File: src/rtl/lpf_pkg.sv
`timescale 1ns/1ps
package lpf_pkg;
  localparam int SP_EXP_W  = 8;
  localparam int SP_FRAC_W = 23;
  localparam int SP_BIAS   = 127;

  typedef struct packed {
    logic                 sign;
    logic [SP_EXP_W-1:0]  expo;
    logic [SP_FRAC_W-1:0] frac;
  } sp_word_t;
endpackage

File: src/rtl/lpf_rst_sync.sv
`timescale 1ns/1ps
module lpf_rst_sync #(
  parameter int STAGES = 2
) (
  input  logic clk,
  input  logic rst_n,
  output logic rst_sync_n
);
  logic [STAGES-1:0] chain_q;

  always_ff @(posedge clk or negedge rst_n) begin
    if (!rst_n) chain_q <= '0;
    else        chain_q <= {chain_q[STAGES-2:0], 1'b1};
  end

  assign rst_sync_n = chain_q[STAGES-1];
endmodule

File: src/rtl/lpf_lead_one.sv
`timescale 1ns/1ps
module lpf_lead_one #(
  parameter  int W     = 4,
  localparam int IDX_W = $clog2(W + 1)
) (
  input  logic [W-1:0]     vec,
  output logic [IDX_W-1:0] idx,
  output logic             found
);
  // Highest set bit wins: later iterations overwrite earlier ones.
  always_comb begin
    idx = '0;
    for (int i = 0; i < W; i++) begin
      if (vec[i]) idx = IDX_W'(i);
    end
  end

  assign found = |vec;
endmodule

File: src/rtl/lpf_decode.sv
`timescale 1ns/1ps
module lpf_decode
  import lpf_pkg::*;
#(
  parameter  int EXP_W   = 3,
  parameter  int MAN_W   = 4,
  parameter  int EXP_OFS = 2,
  localparam int CODE_W  = 1 + EXP_W + MAN_W
) (
  input  logic [CODE_W-1:0] code,
  output sp_word_t          word
);
  localparam int IDX_W  = $clog2(MAN_W + 1);
  localparam int PAD_W  = SP_FRAC_W - MAN_W;
  localparam int REBIAS = SP_BIAS - ((1 << EXP_W) - 1) - EXP_OFS;

  logic             sgn;
  logic [EXP_W-1:0] exp_f;
  logic [MAN_W-1:0] man_f;
  logic [IDX_W-1:0] lead_idx;
  logic             lead_found;
  logic [IDX_W-1:0] shamt;
  logic [MAN_W-1:0] man_renorm;

  assign sgn   = code[CODE_W-1];
  assign exp_f = code[CODE_W-2 -: EXP_W];
  assign man_f = code[MAN_W-1:0];

  lpf_lead_one #(.W(MAN_W)) u_lead (
    .vec   (man_f),
    .idx   (lead_idx),
    .found (lead_found)
  );

  // Distance that moves the leading one into the hidden position.
  assign shamt      = IDX_W'(MAN_W) - lead_idx;
  assign man_renorm = MAN_W'(man_f << shamt);

  always_comb begin
    word.sign = sgn;
    if (exp_f != '0) begin
      word.expo = SP_EXP_W'(int'(exp_f) + REBIAS);
      word.frac = {man_f, {PAD_W{1'b0}}};
    end else if (!lead_found) begin
      word.expo = '0;
      word.frac = '0;
    end else begin
      word.expo = SP_EXP_W'(1 + REBIAS - int'(shamt));
      word.frac = {man_renorm, {PAD_W{1'b0}}};
    end
  end
endmodule

File: src/rtl/lpf_expander.sv
`timescale 1ns/1ps
module lpf_expander
  import lpf_pkg::*;
#(
  parameter  int EXP_W   = 3,
  parameter  int MAN_W   = 4,
  parameter  int EXP_OFS = 2,
  localparam int CODE_W  = 1 + EXP_W + MAN_W
) (
  input  logic              clk,
  input  logic              rst_n,
  input  logic              in_valid,
  input  logic [CODE_W-1:0] in_code,
  output logic              out_valid,
  output logic [31:0]       out_word
);
  logic     rst_sync_n;
  sp_word_t dec_word;
  logic     vld_d, vld_q;
  logic [31:0] word_d, word_q;

  lpf_rst_sync #(.STAGES(2)) u_rst (
    .clk        (clk),
    .rst_n      (rst_n),
    .rst_sync_n (rst_sync_n)
  );

  lpf_decode #(.EXP_W(EXP_W), .MAN_W(MAN_W), .EXP_OFS(EXP_OFS)) u_dec (
    .code (in_code),
    .word (dec_word)
  );

  // Next-state logic with an explicit load enable.
  always_comb begin
    vld_d  = in_valid;
    word_d = word_q;
    if (in_valid) word_d = dec_word;
  end

  always_ff @(posedge clk or negedge rst_sync_n) begin
    if (!rst_sync_n) begin
      vld_q  <= 1'b0;
      word_q <= '0;
    end else begin
      vld_q  <= vld_d;
      word_q <= word_d;
    end
  end

  assign out_valid = vld_q;
  assign out_word  = word_q;
endmodule

File: config.mk
export PLATFORM = sky130hd
export DESIGN_NAME = lpf_expander
export DESIGN_NICKNAME = d
export VERILOG_FILES = /design/src/rtl/lpf_pkg.sv /design/src/rtl/lpf_rst_sync.sv /design/src/rtl/lpf_lead_one.sv /design/src/rtl/lpf_decode.sv /design/src/rtl/lpf_expander.sv
export SDC_FILE = /design/constraint.sdc
export NUM_CORES = 1
export LEC_CHECK = 0
export ABC_AREA = 0
export BUFFER_PORTS_ARGS = -buffer_cell sky130_fd_sc_hd__clkbuf_2
export CAP_MARGIN = 20
export CORE_MARGIN = 2
export CORE_UTILIZATION = 45
export DETAILED_ROUTE_END_ITERATION = 7
export GPL_TIMING_DRIVEN = 1
export PLACE_DENSITY_LB_ADDON = 0.12
export SLEW_MARGIN = 20
export SYNTH_ARGS = -nofsm -noshare
export SYNTH_HDL_FRONTEND = slang
export SYNTH_SLANG_ARGS = --single-unit
File: constraint.sdc
create_clock -name clk -period 1.5 [get_ports clk]
set_input_delay 0.225 -clock clk [delete_from_list [all_inputs] [get_ports clk]]
set_output_delay 0.225 -clock clk [all_outputs]
set_load 0.005 [all_outputs]
==> flow_summary.json, run 1 <==
{
  "status": "complete, no violations",
  "clk_pin_slew_ns": 0.08,
  "die_w_microns": 47.0,
  "synth_common_cells": "buf_4 (22), dfrtp_1 (13), nor2_1 (7), a21oi_1 (6)",
  "slew_headroom_pct": 66.9,
  "synth.most_common_cell": "buf_4",
  "num_vias": 644,
  "synth_top_area_share_pct": 39.0,
  "clk_latency_ns": 0.28,
  "cts_buffer_depth": 2,
  "crit_path_max_incr_delay_ns": 0.28,
  "design_area_sq_um": 980,
  "nets": 136,
  "fin_worst_skew_ns": 0.00407,
  "path_class": "input port to flop",
  "critPathRequiredTime_ns": 1.67,
  "io-pin-count": 44,
  "grt_max_degree": 12,
  "synth.distinct_cells": 29,
  "crit_arrival_ns": 1.43,
  "max_slew.worst_pin.slew_ns": 0.492,
  "slowest_stage": "ha_1",
  "grt_pass1_wl_microns": 2370,
  "ctsResizeCount": 0,
  "rows": 15,
  "numCtsBuffers": 3,
  "synth_seq_cells": 13,
  "viasPerCell": 4.38,
  "fill_cells": 176,
  "gp_congestion": 0.777,
  "r2r-start": "out_word[21]",
  "holdPathStages": 2,
  "wirelength_microns": 1560,
  "fmax_mhz": 791,
  "syn_area_sq_um": 833,
  "grt_usage_pct": 15.4,
  "cp_top_family": "compound AO/OA/AOI/OAI gates",
  "cts_tree": "built",
  "vdd_drop_max_mv": 0.626,
  "diodes": 0,
  "start_util_pct": 48.3,
  "ctsHoldBuffers": 1,
  "finalSetupViolCount": 0,
  "maxCapViolCount": 0,
  "synth-edff-count": 0,
  "drcViolationCount": 0,
  "dr.pass1.iters": 4,
  "rr_worst_depth": 2,
  "worstPathCellList": "clkbuf_2 > inv_1 > a21oi_2 > ha_1 > and3b_1 > a21oi_1 > o22ai_1 > a22o_1",
  "slew_violations": 0,
  "min_to": "out_word[31]",
  "r2r-end": "out_word[21]",
  "leakage_nw": 0.522,
  "die-area_sq_um": 2210,
  "synthFlopType": "dfrtp_1",
  "drive_gt1_share_pct": 35.2,
  "rrSetupSlack_ns": 0.57,
  "hold_start": "in_code[7]",
  "htree_levels": 1,
  "utilization_pct": 56.7,
  "syn_to_final_growth_pct": 17.6,
  "dpl_cell_area_sq_um": 942,
  "crit_start": "in_code[2]",
  "period_minus_slack_ns": 1.26,
  "final_hold_viol_count": 0,
  "antenna_found_initial": 0,
  "syn_inst": 91,
  "ant_nets": 0,
  "grt.overflow.total": 0,
  "path_buf_inv": 2,
  "first_iter_violations": 9,
  "grt_pass1_vias": 571,
  "rsz0062_at_grt": "no",
  "routedWlPerCell_microns": 10.6,
  "seq_area_frac_synth_pct": 39.0,
  "synth_area_leader_cell": "dfrtp_1",
  "timing.final.crit_share_pct": 84.3,
  "core_area_sq_um": 1730,
  "die_h_microns": 47.0,
  "syn_avg_cell_area_sq_um": 9.16,
  "cts_setup_buffers": 0,
  "fin_total_pwr_mw": 0.789,
  "numClockSinks": 13,
  "end_kind": "flop",
  "critPathLaunchType": "input port",
  "hold_path.class": "input port to flop",
  "dp_hpwl_microns": 1220,
  "clockRootBuffer": "clkbuf_4",
  "worstPathMaxFanout": 3,
  "portBuffers": 23,
  "synthArstFlopShare_pct": 100,
  "synth_area_leaders": "dfrtp_1 (39%), buf_4 (20%), a21oi_1 (3.6%), nor2_1 (3.2%), ha_1 (3.0%)",
  "p_per_area_nw_per_um2": 805,
  "yosysWarnings": 0
}
layout make-up:
cell class / count / area (sq um) / share of cell area [%]
tap: 25 / 31.3 / 3.19
multi-input combinational: 66 / 377 / 38.4
clock inverter: 1 / 5.00 / 0.511
inverter: 5 / 18.8 / 1.92
timing repair buffer: 34 / 200 / 20.4
sequential: 13 / 325 / 33.2
clock buffer: 3 / 22.5 / 2.30
where the power goes:
part,internal (mW),switching [mW]
Sequential,0.380,0.0200
Clock,0.0990,0.118
Combinational,0.0853,0.0864
Total,0.565,0.224
through the flow:
| step | hold slack (ns) | setup WS (ns) | setup TNS (ns) | std cells |
|---|---|---|---|---|
| finish | 0.173 | 0.236 | 0 | 147 |
| global route | 0.175 | 0.133 | 0 | 147 |
| CTS | 0.163 | 0.247 | 0 | 147 |
| detailed placement | 0.0113 | -0.0486 | -0.0701 | 142 |
| global placement | 0.0109 | 0.00259 | 0 | 142 |
| floorplan | -0.0706 | 0.00861 | 0 | 110 |
cell families after synthesis:
family | share of synthesized area [%]
buffers and inverters | 24.8
AO/OA/AOI/OAI | 13.2
AND/OR/NAND/NOR | 14.6
flip-flops | 39.0
other | 0.901
multiplexers | 4.50
adder cells (fa/ha/maj) | 3.00
registers in the layout (all words and copies together) (netlist names):
signal,count
out_valid,1
out_word,10
u_rst.chain_q,2
worst reg2reg max path, cell delays in order, from the launching register on:
cell	delay, ns
dfrtp_1	0.38
or2_2	0.27
a22o_1	0.18
layer usage:
| layer | vias up | part of all wire (%) | GRT usage (%) |
|---|---|---|---|
| met5 | - | 0 | 0 |
| met4 | 0 | 0.51 | 5.00 |
| met3 | 2 | 6.7 | 6.15 |
| met2 | 25 | 51 | 26.3 |
| met1 | 293 | 42 | 17.7 |
| li1 | 324 | - | - |
how the worst max path moves through the flow:
| stage | to | depth (start not counted) |
|---|---|---|
| 6_report | out_word[21] | 8 |
| 5_1_grt | out_word[21] | 8 |
| 4_1_cts | out_word[21] | 8 |
| 3_5_place_dp | out_word[21] | 8 |
| 3_3_place_gp | out_word[21] | 8 |
| 2_1_floorplan | out_word[21] | 7 |
placed cells by master, fill, tap and decap left out, types with 2 or more instances in the layout:
cell type   n
a21oi_1     5
buf_4      10
clkbuf_2   23
clkbuf_4    3
conb_1     21
dfrtp_1    13
ha_1        2
inv_1       5
mux2_2      2
nand2_1     2
nand2b_1    2
nand3_1     3
nor2_1      7
nor3_1      3
o21ai_0     5
(Power assumes the default switching activity.)
==> inputs of run 2 (changes only) <==
- ABC_AREA: 0 -> 1
- CORE_UTILIZATION: 45 -> 44
- clock period: 1.5 -> 1.22 ns (I/O delays scaled with it)
==> flow_summary.json, run 2 <==
{
  "ant_nets": 0,
  "num_vias": 695,
  "clk_pin_slew_ns": 0.08,
  "r2r-start": "out_word[22]",
  "dpl_cell_area_sq_um": 942,
  "fin_total_pwr_mw": 0.973,
  "synth_common_cells": "nand2_1 (27), buf_4 (23), dfrtp_1 (13), inv_1 (12), nor2_1 (10)",
  "utilization_pct": 51.5,
  "design_area_sq_um": 980,
  "cts_setup_buffers": 0,
  "wirelength_microns": 1500,
  "grt_pass1_wl_microns": 2370,
  "htree_levels": 1,
  "io-pin-count": 44,
  "syn_avg_cell_area_sq_um": 7.70,
  "path_buf_inv": 3,
  "syn_inst": 112,
  "fin_setup_tns_ns": 0,
  "slew_violations": 0,
  "cpMostUsedCell": "nand2_1",
  "ctsResizeCount": 0,
  "end_kind": "flop",
  "stdcell_count": 167,
  "layout_commonest_cell": "nand2_1",
  "crit_path_end": "out_word[22]",
  "first_iter_violations": 4,
  "routedWlPerCell_microns": 8.99,
  "r2r-end": "out_word[22]",
  "layout_common_cells": "nand2_1 (27), clkbuf_2 (23), conb_1 (21)",
  "yosysWarnings": 0,
  "finalSetupViolCount": 0,
  "clk_latency_ns": 0.27,
  "rsz0062_at_grt": "no",
  "crit_path_max_incr_delay_ns": 0.28,
  "dr.pass1.iters": 2,
  "clockRootBuffer": "clkbuf_4",
  "diodes": 0,
  "synth.distinct_cells": 18,
  "dp_cells": 162,
  "viasPerCell": 4.16,
  "core_area_sq_um": 1900,
  "rr_worst_depth": 2,
  "slowest_stage": "ha_1",
  "cp.depth": 10,
  "syn_to_final_growth_pct": 13.6,
  "grt_pass1_vias": 541,
  "gp_congestion": 0.833,
  "period_minus_slack_ns": 0.998,
  "worstPathMaxFanout": 3,
  "rows": 16,
  "start_util_pct": 45.3,
  "critPathLaunchType": "input port",
  "drive_gt1_share_pct": 28.6,
  "worstPathCellList": "clkbuf_2 > inv_1 > a21oi_1 > ha_1 > inv_1 > nor2_1 > nand2_1 > nand2_1 > nand2_1 > a21oi_2",
  "antenna_found_initial": 0,
  "fmax_mhz": 1000,
  "status": "complete, no violations",
  "cp_top_family": "adder cells",
  "die_h_microns": 48.3,
  "crit_arrival_ns": 1.17,
  "rrSetupSlack_ns": 0.56,
  "synthArstFlopShare_pct": 100,
  "grt_usage_pct": 15.0,
  "hold_path.class": "input port to flop",
  "cts_buffer_depth": 2,
  "drcViolationCount": 0,
  "die-area_sq_um": 2330,
  "leakage_nw": 0.581,
  "dp_hpwl_microns": 1230,
  "seq_area_frac_synth_pct": 37.7,
  "synth-edff-count": 0,
  "grt_max_degree": 13,
  "synth_area_leaders": "dfrtp_1 (38%), buf_4 (20%), nand2_1 (12%), inv_1 (5.2%), nor2_1 (4.4%)",
  "grt.overflow.total": 0,
  "timing.final.crit_share_pct": 81.8,
  "path_class": "input port to flop",
  "p_per_area_nw_per_um2": 993,
  "syn_area_sq_um": 862,
  "fill_cells": 216,
  "die_w_microns": 48.3,
  "critPathRequiredTime_ns": 1.39,
  "numClockSinks": 13,
  "synth_top_area_share_pct": 37.7,
  "portBuffers": 23,
  "synth.most_common_cell": "nand2_1",
  "crit_start": "in_code[2]",
  "synth_area_leader_cell": "dfrtp_1",
  "maxCapViolCount": 0,
  "synth_seq_cells": 13,
  "cts_tree": "built",
  "synthFlopType": "dfrtp_1",
  "final_hold_viol_count": 0,
  "nets": 154,
  "fin_worst_skew_ns": 0.00510,
  "numCtsBuffers": 3,
  "largest_reg_flops": 10,
  "vdd_drop_max_mv": 0.326
}
run 2: power by group:
group / switching, mW / internal [mW]
clock: 0.144 / 0.121
combinational: 0.120 / 0.0925
sequential: 0.0257 / 0.469
total: 0.290 / 0.683
run 2: area by class of cell:
type	instances	area, sq um	area share (%)
clock buffer	3	22.5	2.30
clock inverter	1	5.00	0.511
inverter	12	45.0	4.60
multi-input combinational	82	385	39.3
sequential	13	325	33.2
tap	27	33.8	3.45
timing repair buffer	29	163	16.6
run 2: kinds of logic (layout without fill, tap and decap cells):
| kind of cell | Yosys count | after routing | share of synthesized area (%) |
|---|---|---|---|
| compound gates | 13 | 13 | 9.43 |
| fa+ha+maj | 2 | 2 | 2.90 |
| buf+inv | 36 | 45 | 25.8 |
| flops | 13 | 13 | 37.7 |
| other cells | 2 | 21 | 0.871 |
| simple gates | 46 | 46 | 23.2 |
run 2: worst reg2reg max path, cell delays in order (launching register included):
cell and delay [ns]:
dfrtp_1 0.39, nor2_1 0.12, a21oi_2 0.04
run 2: worst min-delay path by stage:
| stage | start | end | slack, ns | cells past startpoint |
|---|---|---|---|---|
| finish | in_code[7] | out_word[31] | 0.11 | 3 |
| global route | in_code[7] | out_word[31] | 0.11 | 3 |
| CTS | in_code[7] | out_word[31] | 0.12 | 3 |
| detailed placement | rst_n | u_rst.chain_q[1] | -0.03 | 1 |
| global placement | rst_n | u_rst.chain_q[1] | -0.03 | 1 |
| floorplan | rst_n | u_rst.chain_q[0] | -0.11 | 0 |
run 2: through the flow:
stage	hold WS, ns	setup WS (ns)
floorplan	-0.113	0.166
global route	0.112	0.0624
detailed placement	-0.0274	-0.0809
finish	0.115	0.222
CTS	0.118	0.215
global placement	-0.0310	-0.00794
run 2: repair_timing:
action | 4_1_cts | 5_1_grt
hold buffers | 1 | 0
endpoints found under the hold margin | 2 | 0
endpoints found under the setup margin | 0 | 0
run 2: per-layer routing:
metal  vias up  track usage [%]  share of wire (%)
li1        357                -                  -
met1       312             19.6                 46
met2        24             23.7                 49
met3         2             3.33                4.7
met4         0             6.49               0.53
met5         -                0                  0
==> inputs of run 3 (changes only) <==
- clock period: 1.22 -> 1 ns (I/O delays scaled with it)
==> flow_summary.json, run 3 (synthesis results as in run 2) <==
{
  "slowest_stage": "dfrtp_1",
  "num_vias": 698,
  "r2r-start": "out_word[29]",
  "die-area_sq_um": 2330,
  "hold_start": "in_code[7]",
  "crit_arrival_ns": 0.79,
  "ant_nets": 0,
  "worstPathMaxFanout": 4,
  "leakage_nw": 0.593,
  "dp_hpwl_microns": 1210,
  "grt_max_degree": 13,
  "start_util_pct": 45.3,
  "finalSetupViolCount": 0,
  "cts_buffer_depth": 2,
  "rsz0062_at_grt": "yes",
  "utilization_pct": 52.8,
  "portBuffers": 23,
  "syn_to_final_growth_pct": 16.5,
  "numCtsBuffers": 3,
  "rows": 16,
  "fmax_mhz": 1070,
  "dp_cells": 165,
  "clockRootBuffer": "clkbuf_4",
  "fin_worst_skew_ns": 0.000638,
  "layout_common_cells": "nand2_1 (27), clkbuf_2 (23), conb_1 (21)",
  "die_h_microns": 48.3,
  "numClockSinks": 13,
  "highest_layer": "met3",
  "holdPathStages": 3,
  "grt_pass1_wl_microns": 2130,
  "cp_top_family": "flip-flops",
  "drcViolationCount": 0,
  "final_hold_viol_count": 0,
  "end_kind": "primary output",
  "gp_congestion": 0.851,
  "slew_violations": 0,
  "first_iter_violations": 12,
  "nets": 157,
  "rr_worst_depth": 2,
  "cts_tree": "built",
  "dpl_cell_area_sq_um": 968,
  "p_per_area_nw_per_um2": 1180,
  "rrSetupSlack_ns": 0.35,
  "drive_gt1_share_pct": 30.8,
  "hold_path.class": "input port to flop",
  "die_w_microns": 48.3,
  "core_area_sq_um": 1900,
  "io-pin-count": 44,
  "min_to": "out_word[31]",
  "met1_length_microns": 695,
  "vdd_drop_max_mv": 0.498,
  "critPathRequiredTime_ns": 0.85,
  "largest_reg_flops": 10,
  "cts_setup_buffers": 0,
  "routedWlPerCell_microns": 8.62,
  "r2r-end": "out_word[29]",
  "grt_usage_pct": 12.9,
  "wl_met3_microns": 93,
  "crit_path_max_incr_delay_ns": 0.40,
  "path_class": "flop to primary output",
  "wirelength_microns": 1470,
  "layout_commonest_cell": "nand2_1",
  "grt.overflow.total": 0,
  "clk_pin_slew_ns": 0.07,
  "viasPerCell": 4.11,
  "stdcell_count": 170,
  "antenna_found_initial": 0,
  "worstPathCellList": "clkbuf_2",
  "clk_latency_ns": 0.26,
  "diodes": 0,
  "grt_pass1_vias": 535,
  "path_buf_inv": 1,
  "htree_levels": 1,
  "status": "complete, no violations",
  "critPathLaunchType": "flop",
  "timing.final.crit_share_pct": 93.9,
  "met2_wirelength_microns": 677,
  "dr.pass1.iters": 4,
  "period_minus_slack_ns": 0.939,
  "maxCapViolCount": 0,
  "design_area_sq_um": 1000
}
[run 3: cell types whose count changed in the layout (fill, tap and decap cells not counted)]
cell / delta
clkbuf_1: +1
a21oi_1: -1
inv_2: +1
buf_4: +3
inv_1: -1
a21oi_2: +1
clkinv_2: -1
[run 3: cell type report]
type | instances | area (sq um)
Clock buffer | 4 | 26.3
Timing Repair Buffer | 32 | 185
Tap cell | 27 | 33.8
Inverter | 12 | 45.0
Sequential cell | 13 | 325
Multi-Input combinational cell | 82 | 389
Fill cell | 200 | 897
[run 3: through the flow]
step           hold WS (ns)  total power [mW]  setup slack (ns)    TNS, ns
6_report             0.0961              1.18            0.0613          0
4_1_cts              0.0887              1.20            0.0459          0
2_1_floorplan        -0.146             0.821          0.000388          0
3_3_place_gp        -0.0644             0.875            -0.158     -0.412
5_1_grt               0.104              1.28         -0.000535  -0.000535
3_5_place_dp        -0.0605             0.879            -0.217     -0.612
[run 3: worst max path at each step]
stage	start	to	cells past startpoint
6_report	out_word[29]	out_word[29]	1
5_1_grt	out_word[29]	out_word[29]	1
4_1_cts	out_word[29]	out_word[29]	1
3_5_place_dp	in_code[2]	out_word[22]	10
3_3_place_gp	in_code[2]	out_word[22]	10
2_1_floorplan	in_code[2]	out_word[22]	9
[run 3: metal layers]
metal	vias to the layer above	global-route usage [%]
met1	307	18.0
li1	364	-
met4	0	6.49
met2	27	19.7
met5	-	0
met3	0	1.48
[run 3: where the power goes]
part	switching [mW]	internal (mW)	total (mW)
Clock	0.157	0.154	0.311
Sequential	0.0299	0.572	0.602
Combinational	0.150	0.119	0.268
Total	0.336	0.845	1.18
[run 3: what timing repair did]
action	CTS	global route
hold buffers	1	0
setup endpoints to repair	0	3
resized for setup	0	1
hold endpoints to repair	2	0
